===== config.mk =====
export PLATFORM = sky130hd
export DESIGN_NAME = sdram_sleep_seq
export DESIGN_NICKNAME = d
export VERILOG_FILES = /design/src/rtl/sleep_pkg.sv /design/src/rtl/sleep_rst_sync.sv /design/src/rtl/sleep_timer.sv /design/src/rtl/sleep_ctrl.sv /design/src/rtl/sleep_pins.sv /design/src/rtl/sdram_sleep_seq.sv
export SDC_FILE = /design/constraint.sdc
export NUM_CORES = 1
export LEC_CHECK = 0
export ABC_AREA = 1
export ABC_CLOCK_PERIOD_IN_PS = 1300
export BUFFER_PORTS_ARGS = -buffer_cell sky130_fd_sc_hd__buf_2
export CAP_MARGIN = 20
export CORE_MARGIN = 2
export CORE_UTILIZATION = 58
export CTS_BUF_LIST = sky130_fd_sc_hd__clkbuf_2 sky130_fd_sc_hd__clkbuf_4 sky130_fd_sc_hd__clkbuf_8
export CTS_CLUSTER_DIAMETER = 150
export DETAILED_ROUTE_END_ITERATION = 10
export PLACE_DENSITY = 0.82
export SETUP_SLACK_MARGIN = 0.15
export SLEW_MARGIN = 20
export SYNTH_ARGS = -nofsm -noshare
export SYNTH_HDL_FRONTEND = slang
export SYNTH_SLANG_ARGS = --single-unit
export TNS_END_PERCENT = 10

===== constraint.sdc =====
create_clock -name clk -period 1.3 [get_ports clk]
set_input_delay 0.13 -clock clk [delete_from_list [all_inputs] [get_ports clk]]
set_output_delay 0.13 -clock clk [all_outputs]
set_load 0.02 [all_outputs]

===== src/rtl/sleep_pkg.sv =====
package sleep_pkg;
  typedef enum logic [1:0] {
    CMD_NOP  = 2'b00,
    CMD_PALL = 2'b01,
    CMD_SREF = 2'b10
  } sd_cmd_e;

  typedef enum logic [3:0] {
    ST_IDLE,
    ST_HOLD,
    ST_PALL,
    ST_TRP,
    ST_SREF,
    ST_SLEEP,
    ST_WCLK,
    ST_WCKE,
    ST_REC
  } seq_st_e;
endpackage


===== src/rtl/sleep_rst_sync.sv =====
module sleep_rst_sync (
  input  logic clk,
  input  logic rst_n,
  output logic rst_n_s
);
  logic [1:0] sync_q;

  always_ff @(posedge clk or negedge rst_n) begin
    if (!rst_n) sync_q <= 2'b00;
    else        sync_q <= {sync_q[0], 1'b1};
  end

  assign rst_n_s = sync_q[1];
endmodule


===== src/rtl/sleep_timer.sv =====
module sleep_timer #(
  parameter int TMR_W = 8
) (
  input  logic             clk,
  input  logic             rst_n,
  input  logic             load_i,
  input  logic [TMR_W-1:0] val_i,
  output logic             zero_o
);
  logic [TMR_W-1:0] cnt_q, cnt_d;
  logic             cnt_en;

  assign cnt_en = load_i | (cnt_q != '0);

  always_comb begin
    if (load_i) cnt_d = val_i;
    else        cnt_d = cnt_q - TMR_W'(1);
  end

  always_ff @(posedge clk or negedge rst_n) begin
    if (!rst_n)      cnt_q <= '0;
    else if (cnt_en) cnt_q <= cnt_d;
  end

  assign zero_o = (cnt_q == '0);

  // an expired count stays at zero until the next load
  p_tmr_hold_zero_r7: assert property (@(posedge clk) disable iff (!rst_n)
    (!load_i && cnt_q == '0) |=> (cnt_q == '0));
endmodule


===== src/rtl/sleep_ctrl.sv =====
module sleep_ctrl
  import sleep_pkg::*;
#(
  parameter int TRP_CYC  = 2,
  parameter int XREC_W   = 8,
  parameter int XREC_MIN = 8,
  parameter int TMR_W    = 8
) (
  input  logic              clk,
  input  logic              rst_n,
  input  logic              sleep_req_i,
  input  logic              acc_busy_i,
  input  logic [XREC_W-1:0] xrec_i,
  input  logic              tmr_zero_i,
  output seq_st_e           st_o,
  output logic              tmr_load_o,
  output logic [TMR_W-1:0]  tmr_val_o
);
  seq_st_e          st_q, st_d;
  logic [TMR_W-1:0] rec_len;

  assign rec_len = (xrec_i < XREC_W'(XREC_MIN)) ? TMR_W'(XREC_MIN) : TMR_W'(xrec_i);

  always_comb begin
    st_d       = st_q;
    tmr_load_o = 1'b0;
    tmr_val_o  = '0;
    case (st_q)
      ST_IDLE:  if (sleep_req_i) st_d = acc_busy_i ? ST_HOLD : ST_PALL;
      ST_HOLD: begin
        if (!sleep_req_i)    st_d = ST_IDLE;
        else if (!acc_busy_i) st_d = ST_PALL;
      end
      ST_PALL: begin
        tmr_load_o = 1'b1;
        tmr_val_o  = TMR_W'(TRP_CYC - 1);
        st_d       = ST_TRP;
      end
      ST_TRP:   if (tmr_zero_i) st_d = ST_SREF;
      ST_SREF:  st_d = ST_SLEEP;
      ST_SLEEP: if (!sleep_req_i) st_d = ST_WCLK;
      ST_WCLK:  st_d = ST_WCKE;
      ST_WCKE: begin
        tmr_load_o = 1'b1;
        tmr_val_o  = rec_len - TMR_W'(1);
        st_d       = ST_REC;
      end
      ST_REC:   if (tmr_zero_i) st_d = ST_IDLE;
      default:  st_d = ST_IDLE;
    endcase
  end

  always_ff @(posedge clk or negedge rst_n) begin
    if (!rst_n) st_q <= ST_IDLE;
    else        st_q <= st_d;
  end

  assign st_o = st_q;

  // a request stays held while the access is still running
  p_hold_acc_r4: assert property (@(posedge clk) disable iff (!rst_n)
    (st_q == ST_HOLD && sleep_req_i && acc_busy_i) |=> (st_q == ST_HOLD));

  // the device stays asleep while the request holds
  p_stay_asleep_r9: assert property (@(posedge clk) disable iff (!rst_n)
    (st_q == ST_SLEEP && sleep_req_i) |=> (st_q == ST_SLEEP));
endmodule


===== src/rtl/sleep_pins.sv =====
module sleep_pins
  import sleep_pkg::*;
(
  input  logic    clk,
  input  logic    rst_n,
  input  seq_st_e st_i,
  input  logic    sleep_req_i,
  input  logic    acc_busy_i,
  output logic [1:0] cmd_o,
  output logic    cke_o,
  output logic    clk_park_o,
  output logic    sleep_stat_o,
  output logic    seq_busy_o
);
  always_comb begin
    cmd_o        = CMD_NOP;
    cke_o        = 1'b1;
    clk_park_o   = 1'b0;
    sleep_stat_o = 1'b0;
    case (st_i)
      ST_PALL:  cmd_o = CMD_PALL;
      ST_SREF: begin
        cmd_o = CMD_SREF;
        cke_o = 1'b0;
      end
      ST_SLEEP: begin
        cke_o        = 1'b0;
        clk_park_o   = 1'b1;
        sleep_stat_o = 1'b1;
      end
      ST_WCLK: begin
        cke_o        = 1'b0;
        sleep_stat_o = 1'b1;
      end
      ST_WCKE, ST_REC: sleep_stat_o = 1'b1;
      default: ;
    endcase
  end

  assign seq_busy_o = (st_i != ST_IDLE) | sleep_req_i;

  // a parked clock always comes with clock enable low
  p_park_cke_low_r3: assert property (@(posedge clk) disable iff (!rst_n)
    clk_park_o |-> !cke_o);

  // status rises only right after the self-refresh command
  p_stat_after_sref_r2: assert property (@(posedge clk) disable iff (!rst_n)
    $rose(sleep_stat_o) |-> ($past(cmd_o) == CMD_SREF));

  // status clears only with the clock running and enabled
  p_stat_fall_awake_r6: assert property (@(posedge clk) disable iff (!rst_n)
    $fell(sleep_stat_o) |-> (cke_o && !clk_park_o));

  // status always implies busy
  p_busy_cover_stat_r8: assert property (@(posedge clk) disable iff (!rst_n)
    sleep_stat_o |-> seq_busy_o);

  // precharge-all never overlaps an access
  p_pall_no_acc_r4: assert property (@(posedge clk) disable iff (!rst_n)
    (cmd_o == CMD_PALL) |-> !acc_busy_i);

  // parked clock carries only NOP
  p_parked_nop_r9: assert property (@(posedge clk) disable iff (!rst_n)
    clk_park_o |-> (cmd_o == CMD_NOP));
endmodule


===== src/rtl/sdram_sleep_seq.sv =====
module sdram_sleep_seq
  import sleep_pkg::*;
#(
  parameter int TRP_CYC  = 2,
  parameter int XREC_W   = 8,
  parameter int XREC_MIN = 8
) (
  input  logic              clk,
  input  logic              rst_n,
  input  logic              sleep_req_i,
  input  logic              acc_busy_i,
  input  logic [XREC_W-1:0] xrec_i,
  output logic [1:0]        cmd_o,
  output logic              cke_o,
  output logic              clk_park_o,
  output logic              sleep_stat_o,
  output logic              seq_busy_o
);
  localparam int TRP_W = $clog2(TRP_CYC + 1);
  localparam int TMR_W = (XREC_W > TRP_W) ? XREC_W : TRP_W;

  logic             rst_n_s;
  logic             tmr_load, tmr_zero;
  logic [TMR_W-1:0] tmr_val;
  seq_st_e          st;

  sleep_rst_sync u_rst (
    .clk     (clk),
    .rst_n   (rst_n),
    .rst_n_s (rst_n_s)
  );

  sleep_timer #(.TMR_W(TMR_W)) u_tmr (
    .clk    (clk),
    .rst_n  (rst_n_s),
    .load_i (tmr_load),
    .val_i  (tmr_val),
    .zero_o (tmr_zero)
  );

  sleep_ctrl #(
    .TRP_CYC (TRP_CYC),
    .XREC_W  (XREC_W),
    .XREC_MIN(XREC_MIN),
    .TMR_W   (TMR_W)
  ) u_ctrl (
    .clk         (clk),
    .rst_n       (rst_n_s),
    .sleep_req_i (sleep_req_i),
    .acc_busy_i  (acc_busy_i),
    .xrec_i      (xrec_i),
    .tmr_zero_i  (tmr_zero),
    .st_o        (st),
    .tmr_load_o  (tmr_load),
    .tmr_val_o   (tmr_val)
  );

  sleep_pins u_pins (
    .clk          (clk),
    .rst_n        (rst_n_s),
    .st_i         (st),
    .sleep_req_i  (sleep_req_i),
    .acc_busy_i   (acc_busy_i),
    .cmd_o        (cmd_o),
    .cke_o        (cke_o),
    .clk_park_o   (clk_park_o),
    .sleep_stat_o (sleep_stat_o),
    .seq_busy_o   (seq_busy_o)
  );
endmodule


==> results of run 1 <==
-- registers in the layout, indices dropped and copies added, names as in the netlist --
name	count
u_ctrl.st_o	4
u_rst.sync_q	2
u_tmr.cnt_q	8
-- layout make-up --
cell class | count | area [sq um] | share of cell area
multi-input cells | 117 | 777 | 0.488
inverters | 24 | 95.1 | 0.0597
clock buffers | 4 | 36.3 | 0.0228
flip-flops and latches | 14 | 353 | 0.222
repair buffers | 42 | 300 | 0.189
well taps | 25 | 31.3 | 0.0196
-- Yosys cell counts --
library cell,number
clkinv_1,1
o22ai_1,2
and2_1,2
nand4_1,2
nand3_2,3
a21oi_2,1
inv_1,20
nor3_1,1
o311ai_0,1
o21a_1,1
nand3_1,16
dfrtp_1,14
o21ai_1,7
o21bai_1,1
conb_1,1
nor3_2,2
nand2_4,1
nand3_4,1
xor2_1,1
a31o_2,2
nor2_1,16
nand2_1,26
nor2_4,2
ha_1,3
o21ai_0,5
nor2_8,1
or2_2,1
o21ai_2,2
inv_2,3
a21oi_1,7
nand2_2,2
nor2_2,6
-- through the flow --
stage	instance area [sq um]	util	setup WS, ns	power (uW)	setup TNS [ns]
after floorplan	1130	-	0.0526	1990	0
after global routing	1590	0.903	-0.361	3860	-4.14
after CTS	1490	0.842	-0.203	3120	-2.41
after global placement	1370	0.775	-0.0574	2510	-0.0926
final	1590	0.903	-0.251	3660	-2.88
after detailed placement	1370	0.775	-0.167	2600	-0.475
-- what timing repair did --
action,in CTS,in global routing
hold endpoints to repair,2,0
setup endpoints to repair,18,18
gates cloned,0,1
buffers inserted,5,3
pin swaps,3,16
hold buffers,1,0
resized for setup,11,21
-- metal layers --
layer	GRT usage	vias up
met2	0.509	104
met5	0	-
met4	0.103	0
met1	0.365	640
li1	-	600
met3	0.0830	30
-- worst max-delay path: cells and delay by family, from the launching register on --
family | cells | cell delay, ns
AOI/OAI and AO/OA | 1 | 0.07
buffers and inverters | 2 | 0.22
DFF | 1 | 0.45
and+or+nand+nor | 6 | 0.69
-- logic make-up (layout without fill, tap and decap cells) --
| family | Yosys count | after routing | share of synthesized area |
|---|---|---|---|
| AOI/OAI and AO/OA | 29 | 29 | 0.158 |
| xor gates and xnor gates | 1 | 1 | 0.00788 |
| adders and majority gates | 3 | 3 | 0.0338 |
| buffers and inverters | 24 | 70 | 0.0811 |
| DFF | 14 | 14 | 0.315 |
| other | 1 | 1 | 0.00338 |
| and+or+nand+nor | 82 | 83 | 0.401 |
-- worst paths after layout --
kind                                       startpoint                    endpoint  slack [ns]  depth (start not counted)
min in group clk                          sleep_req_i  u_ctrl.st_o[2]$_DFFE_PN0P_        0.21                          3
hold / removal                                  rst_n   u_rst.sync_q[0]$_DFF_PN0_        0.17                          2
max in group asynchronous   u_rst.sync_q[1]$_DFF_PN0_  u_ctrl.st_o[3]$_DFFE_PN0P_        0.75                          0
setup reg to reg           u_ctrl.st_o[2]$_DFFE_PN0P_  u_ctrl.st_o[0]$_DFFE_PN0P_       -0.25                          9
hold reg to reg             u_rst.sync_q[1]$_DFF_PN0_  u_tmr.cnt_q[4]$_DFFE_PN0P_        0.19                          0
setup / recovery           u_ctrl.st_o[2]$_DFFE_PN0P_  u_ctrl.st_o[0]$_DFFE_PN0P_       -0.25                          9
-- power by group through the flow --
stage | Sequential [uW] | Clock (uW) | Combinational (uW)
global route | 785 | 329 | 2750
CTS | 743 | 314 | 2060
floorplan | 759 | 0 | 1230
detailed placement | 753 | 0 | 1850
global placement | 745 | 0 | 1770
finish | 785 | 308 | 2560
==> flow_summary.ini, run 1 <==
[run_status]
outcome = finished, violations left
violations = negative setup slack

[synth]
synth_top_area_cell = dfrtp_1
yosysUniqueCellTypes = 32
ys_warn_count = 0
synth_area_sq_um = 1110
synth-seq-area-share = 0.315
synth.avg_cell_area_sq_um = 7.21
synth_nets = 169
yosys.area.top_type_share = 0.315
synthCells = 154
yosys-top-cells-area = dfrtp_1, nand2_1, nand3_1
ys_ff_latch = 14

[global_route]
track_usage = 0.300
grt_pass1_wl_um = 4580
grt_max_degree = 13
overflow = 0
antenna_found_initial = 0
grt_pass1_vias = 1088

[routing]
viasPerCell = 6.08
drtPass1Iterations = 5
via_count = 1374
highest_layer = met4
met2WireLength_um = 2070
wl_per_cell_um = 18.6
drtIter0Drc = 78
wl_met3_um = 349
detail-route-antenna-nets = 0
drcViolationCount = 0
met1_length_um = 1570
totalWireLength_um = 4210

[cts]
path_clk_slew_ns = 0.07
clock_latency_ns = 0.29
cts_sinks = 14
cts_tree = done
htreeDepth = 1
clockBufferDepth = 2
root_buffer = clkbuf_4
numCtsBuffers = 3

[timing]
min_period_ns = 1.55
slew_violations = 0
hold_ws_ns = 0.171
fmax_mhz = 645
fin_skew_ns = 0.00749
final_hold_viol_count = 0
setup_viol = 17
period_share = 1.19
rsz0062_at_grt = true
fin_ws_ns = -0.251

[die]
die_area_sq_um = 2280
initial_core_util = 0.630
fp.coreArea_sq_um = 1760
dieHeight_um = 47.8
rows = 15
fp.dieW_um = 47.8
io_pins = 18

[critical_path]
cp_cell_sequence = inv_2 -> nor2_4 -> buf_4 -> nand2_2 -> nor2_1 -> nor3_2 -> nand2_2 -> nand2_1 -> o21ai_1
cp_data_required_time_ns = 1.45
path_common_cell = nand2_2
cp-end-kind = flip-flop
path_class = flip-flop to flip-flop
slowest_stage = dfrtp_2
start_kind = flip-flop
cp_max_fo = 4
slowest_delay_ns = 0.45
crit_arrival_ns = 1.71

[power_and_ir_drop]
switching_share = 0.506
power.density_nw_per_um2 = 2300
p_switching_uw = 1850
power.clock.fraction = 0.084
internal_power_uw = 1810
power_leakage_uw = 0.000754
power_frac_seq = 0.215
ir_worst_vdd_uv = 1800
pwr-share-comb = 0.701

[flow_run]
max_cap_violations = 0

[placement]
port_buffers = 17
dp.cells = 212
gp_congestion = 0.884
dp.final_hpwl_um = 2170

[cells_and_area]
final_cell_mix = buf_4, nand2_1, inv_1, nand3_1
n_antenna_cell = 0
layout_commonest_cell = buf_4
fill_cells = 89
synthToLayoutAreaGrowth_pct = 43.4
drive_above_1_share = 0.443
nets = 217
layoutNonFillerInstCount = 226

[hold_path]
worstHoldPathType = input pin to asynchronous set/reset pin
Power figures use the tool's default switching activity.
==> inputs of run 2 (changes only) <==
--- a/config.mk
+++ b/config.mk
@@ -6,7 +6,7 @@
 export NUM_CORES = 1
 export LEC_CHECK = 0
 export ABC_AREA = 1
-export ABC_CLOCK_PERIOD_IN_PS = 1300
+export ABC_CLOCK_PERIOD_IN_PS = 1650
 export BUFFER_PORTS_ARGS = -buffer_cell sky130_fd_sc_hd__buf_2
 export CAP_MARGIN = 20
 export CORE_MARGIN = 2
==> constraint.sdc (replaced) <==
create_clock -name clk -period 1.65 [get_ports clk]
set_input_delay 0.165 -clock clk [delete_from_list [all_inputs] [get_ports clk]]
set_output_delay 0.165 -clock clk [all_outputs]
set_load 0.02 [all_outputs]
==> flow_summary.ini, run 2 (same netlist as run 1, synthesis figures left out) <==
[run_status]
outcome = finished, final reports clean

[global_route]
grt_max_degree = 13
grt_pass1_wl_um = 3950
grt_pass1_vias = 981
overflow = 0
track_usage = 0.245
antenna_found_initial = 0

[cells_and_area]
final_cell_mix = nand2_1, inv_1, nand3_1, buf_2, nor2_1
n_antenna_cell = 0
nets = 200
layout_commonest_cell = nand2_1
final_area_sq_um = 1370
synthToLayoutAreaGrowth_pct = 23.2
layoutNonFillerInstCount = 209
top_register = u_tmr.cnt_q
largest_reg_flops = 8
drive_above_1_share = 0.348

[timing]
finalSetupTns_ns = 0
period_share = 0.911
hold_ws_ns = 0.194
final_hold_viol_count = 0
setup_viol = 0
fin_skew_ns = 0.00308
min_period_ns = 1.50
fmax_mhz = 665
slew_violations = 0
rsz0062_at_grt = true

[hold_path]
worstHoldPathType = input pin to asynchronous set/reset pin

[critical_path]
crit_arrival_ns = 1.34
start_kind = flip-flop
path_class = flip-flop to output port
cp-end-kind = output port
cp_max_fo = 2
cp_data_required_time_ns = 1.48

[die]
io_pins = 18
fp.coreArea_sq_um = 1760
dieHeight_um = 47.8
die_area_sq_um = 2280
rows = 15
fp.dieW_um = 47.8
initial_core_util = 0.630

[cts]
path_clk_slew_ns = 0.08
cts_sinks = 14
cts_tree = done
clock_latency_ns = 0.27
clockBufferDepth = 2
numCtsBuffers = 3
htreeDepth = 1
root_buffer = clkbuf_4

[flow_run]
max_cap_violations = 0

[routing]
drcViolationCount = 0
totalWireLength_um = 2480
drtIter0Drc = 31
viasPerCell = 5.22
wl_per_cell_um = 11.8
via_count = 1092
detail-route-antenna-nets = 0
drtPass1Iterations = 4

[placement]
dp.cells = 197
post_dp_cell_area_sq_um = 1230
gp_congestion = 0.893
dp.final_hpwl_um = 1850
port_buffers = 17

[power_and_ir_drop]
ir_worst_vdd_uv = 840
power.density_nw_per_um2 = 1660
finalPower_uw = 2270
power_leakage_uw = 0.000659
-- run 2: cell count changes in the layout (fill, tap and decap cells not counted), moves of 2 or more --
cell / previous run / this run
nor2_4: 8 / 4
nand2_2: 6 / 2
buf_2: 13 / 15
buf_6: 4 / 1
buf_4: 24 / 9
nand3_2: 1 / 3
nand2_1: 22 / 26
nand3_4: 4 / 1
nor2_2: 4 / 6
dfrtp_1: 12 / 10
dfrtp_2: 2 / 4
-- run 2: path summary, 6_finish.rpt --
kind	from	to	slack (ns)	depth (start not counted)
worst max-delay path	u_ctrl.st_o[0]$_DFFE_PN0P_	seq_busy_o	0.15	6
worst max register to register	u_tmr.cnt_q[5]$_DFFE_PN0P_	u_ctrl.st_o[0]$_DFFE_PN0P_	0.27	7
worst min register to register	u_rst.sync_q[1]$_DFF_PN0_	u_tmr.cnt_q[0]$_DFFE_PN0P_	0.20	0
min in group clk	xrec_i[5]	u_tmr.cnt_q[5]$_DFFE_PN0P_	0.30	5
max in group asynchronous	u_rst.sync_q[1]$_DFF_PN0_	u_ctrl.st_o[3]$_DFFE_PN0P_	1.11	0
worst min-delay path	rst_n	u_rst.sync_q[0]$_DFF_PN0_	0.19	2
-- run 2: repair_timing --
action,in CTS,in global routing
hold endpoints to repair,2,0
pin swaps,2,4
resized for setup,7,7
setup buffers,5,2
endpoints found under the setup margin,2,6
hold buffers,1,0
-- run 2: layer usage --
metal / track usage / wire length [um] / vias up
met5: 0 / 0 / -
met4: 0.0811 / 40 / 0
met3: 0.0340 / 120 / 4
met2: 0.419 / 1220 / 35
met1: 0.318 / 1100 / 489
li1: - / - / 564
-- run 2: critical path, stage by stage, from the launching register on --
cell and delay [ns]:
dfrtp_2 0.43, nor2_4 0.13, buf_4 0.13, nand2_2 0.05
nor2_2 0.11, inv_1 0.06, buf_2 0.16
-- run 2: cell type report --
type                    count  area (sq um)
fillers                   148           395
flip-flops and latches     14           355
well taps                  25          31.3
repair buffers             26           164
multi-input cells         116           692
clock buffers               4          36.3
inverters                  24          90.1
-- run 2: power breakdown --
group | leakage, uW | internal (uW) | total (uW) | switching (uW)
logic | 0.000468 | 557 | 1420 | 867
clock network | 0.0000210 | 134 | 235 | 101
registers | 0.000170 | 484 | 606 | 123
-- run 2: metrics by stage --
stage / worst slack (ns) / util
final: 0.146 / 0.776
after floorplan: 0.256 / -
after global routing: 0.0940 / 0.776
after global placement: 0.122 / 0.700
after detailed placement: 0.0259 / 0.700
after CTS: 0.142 / 0.757
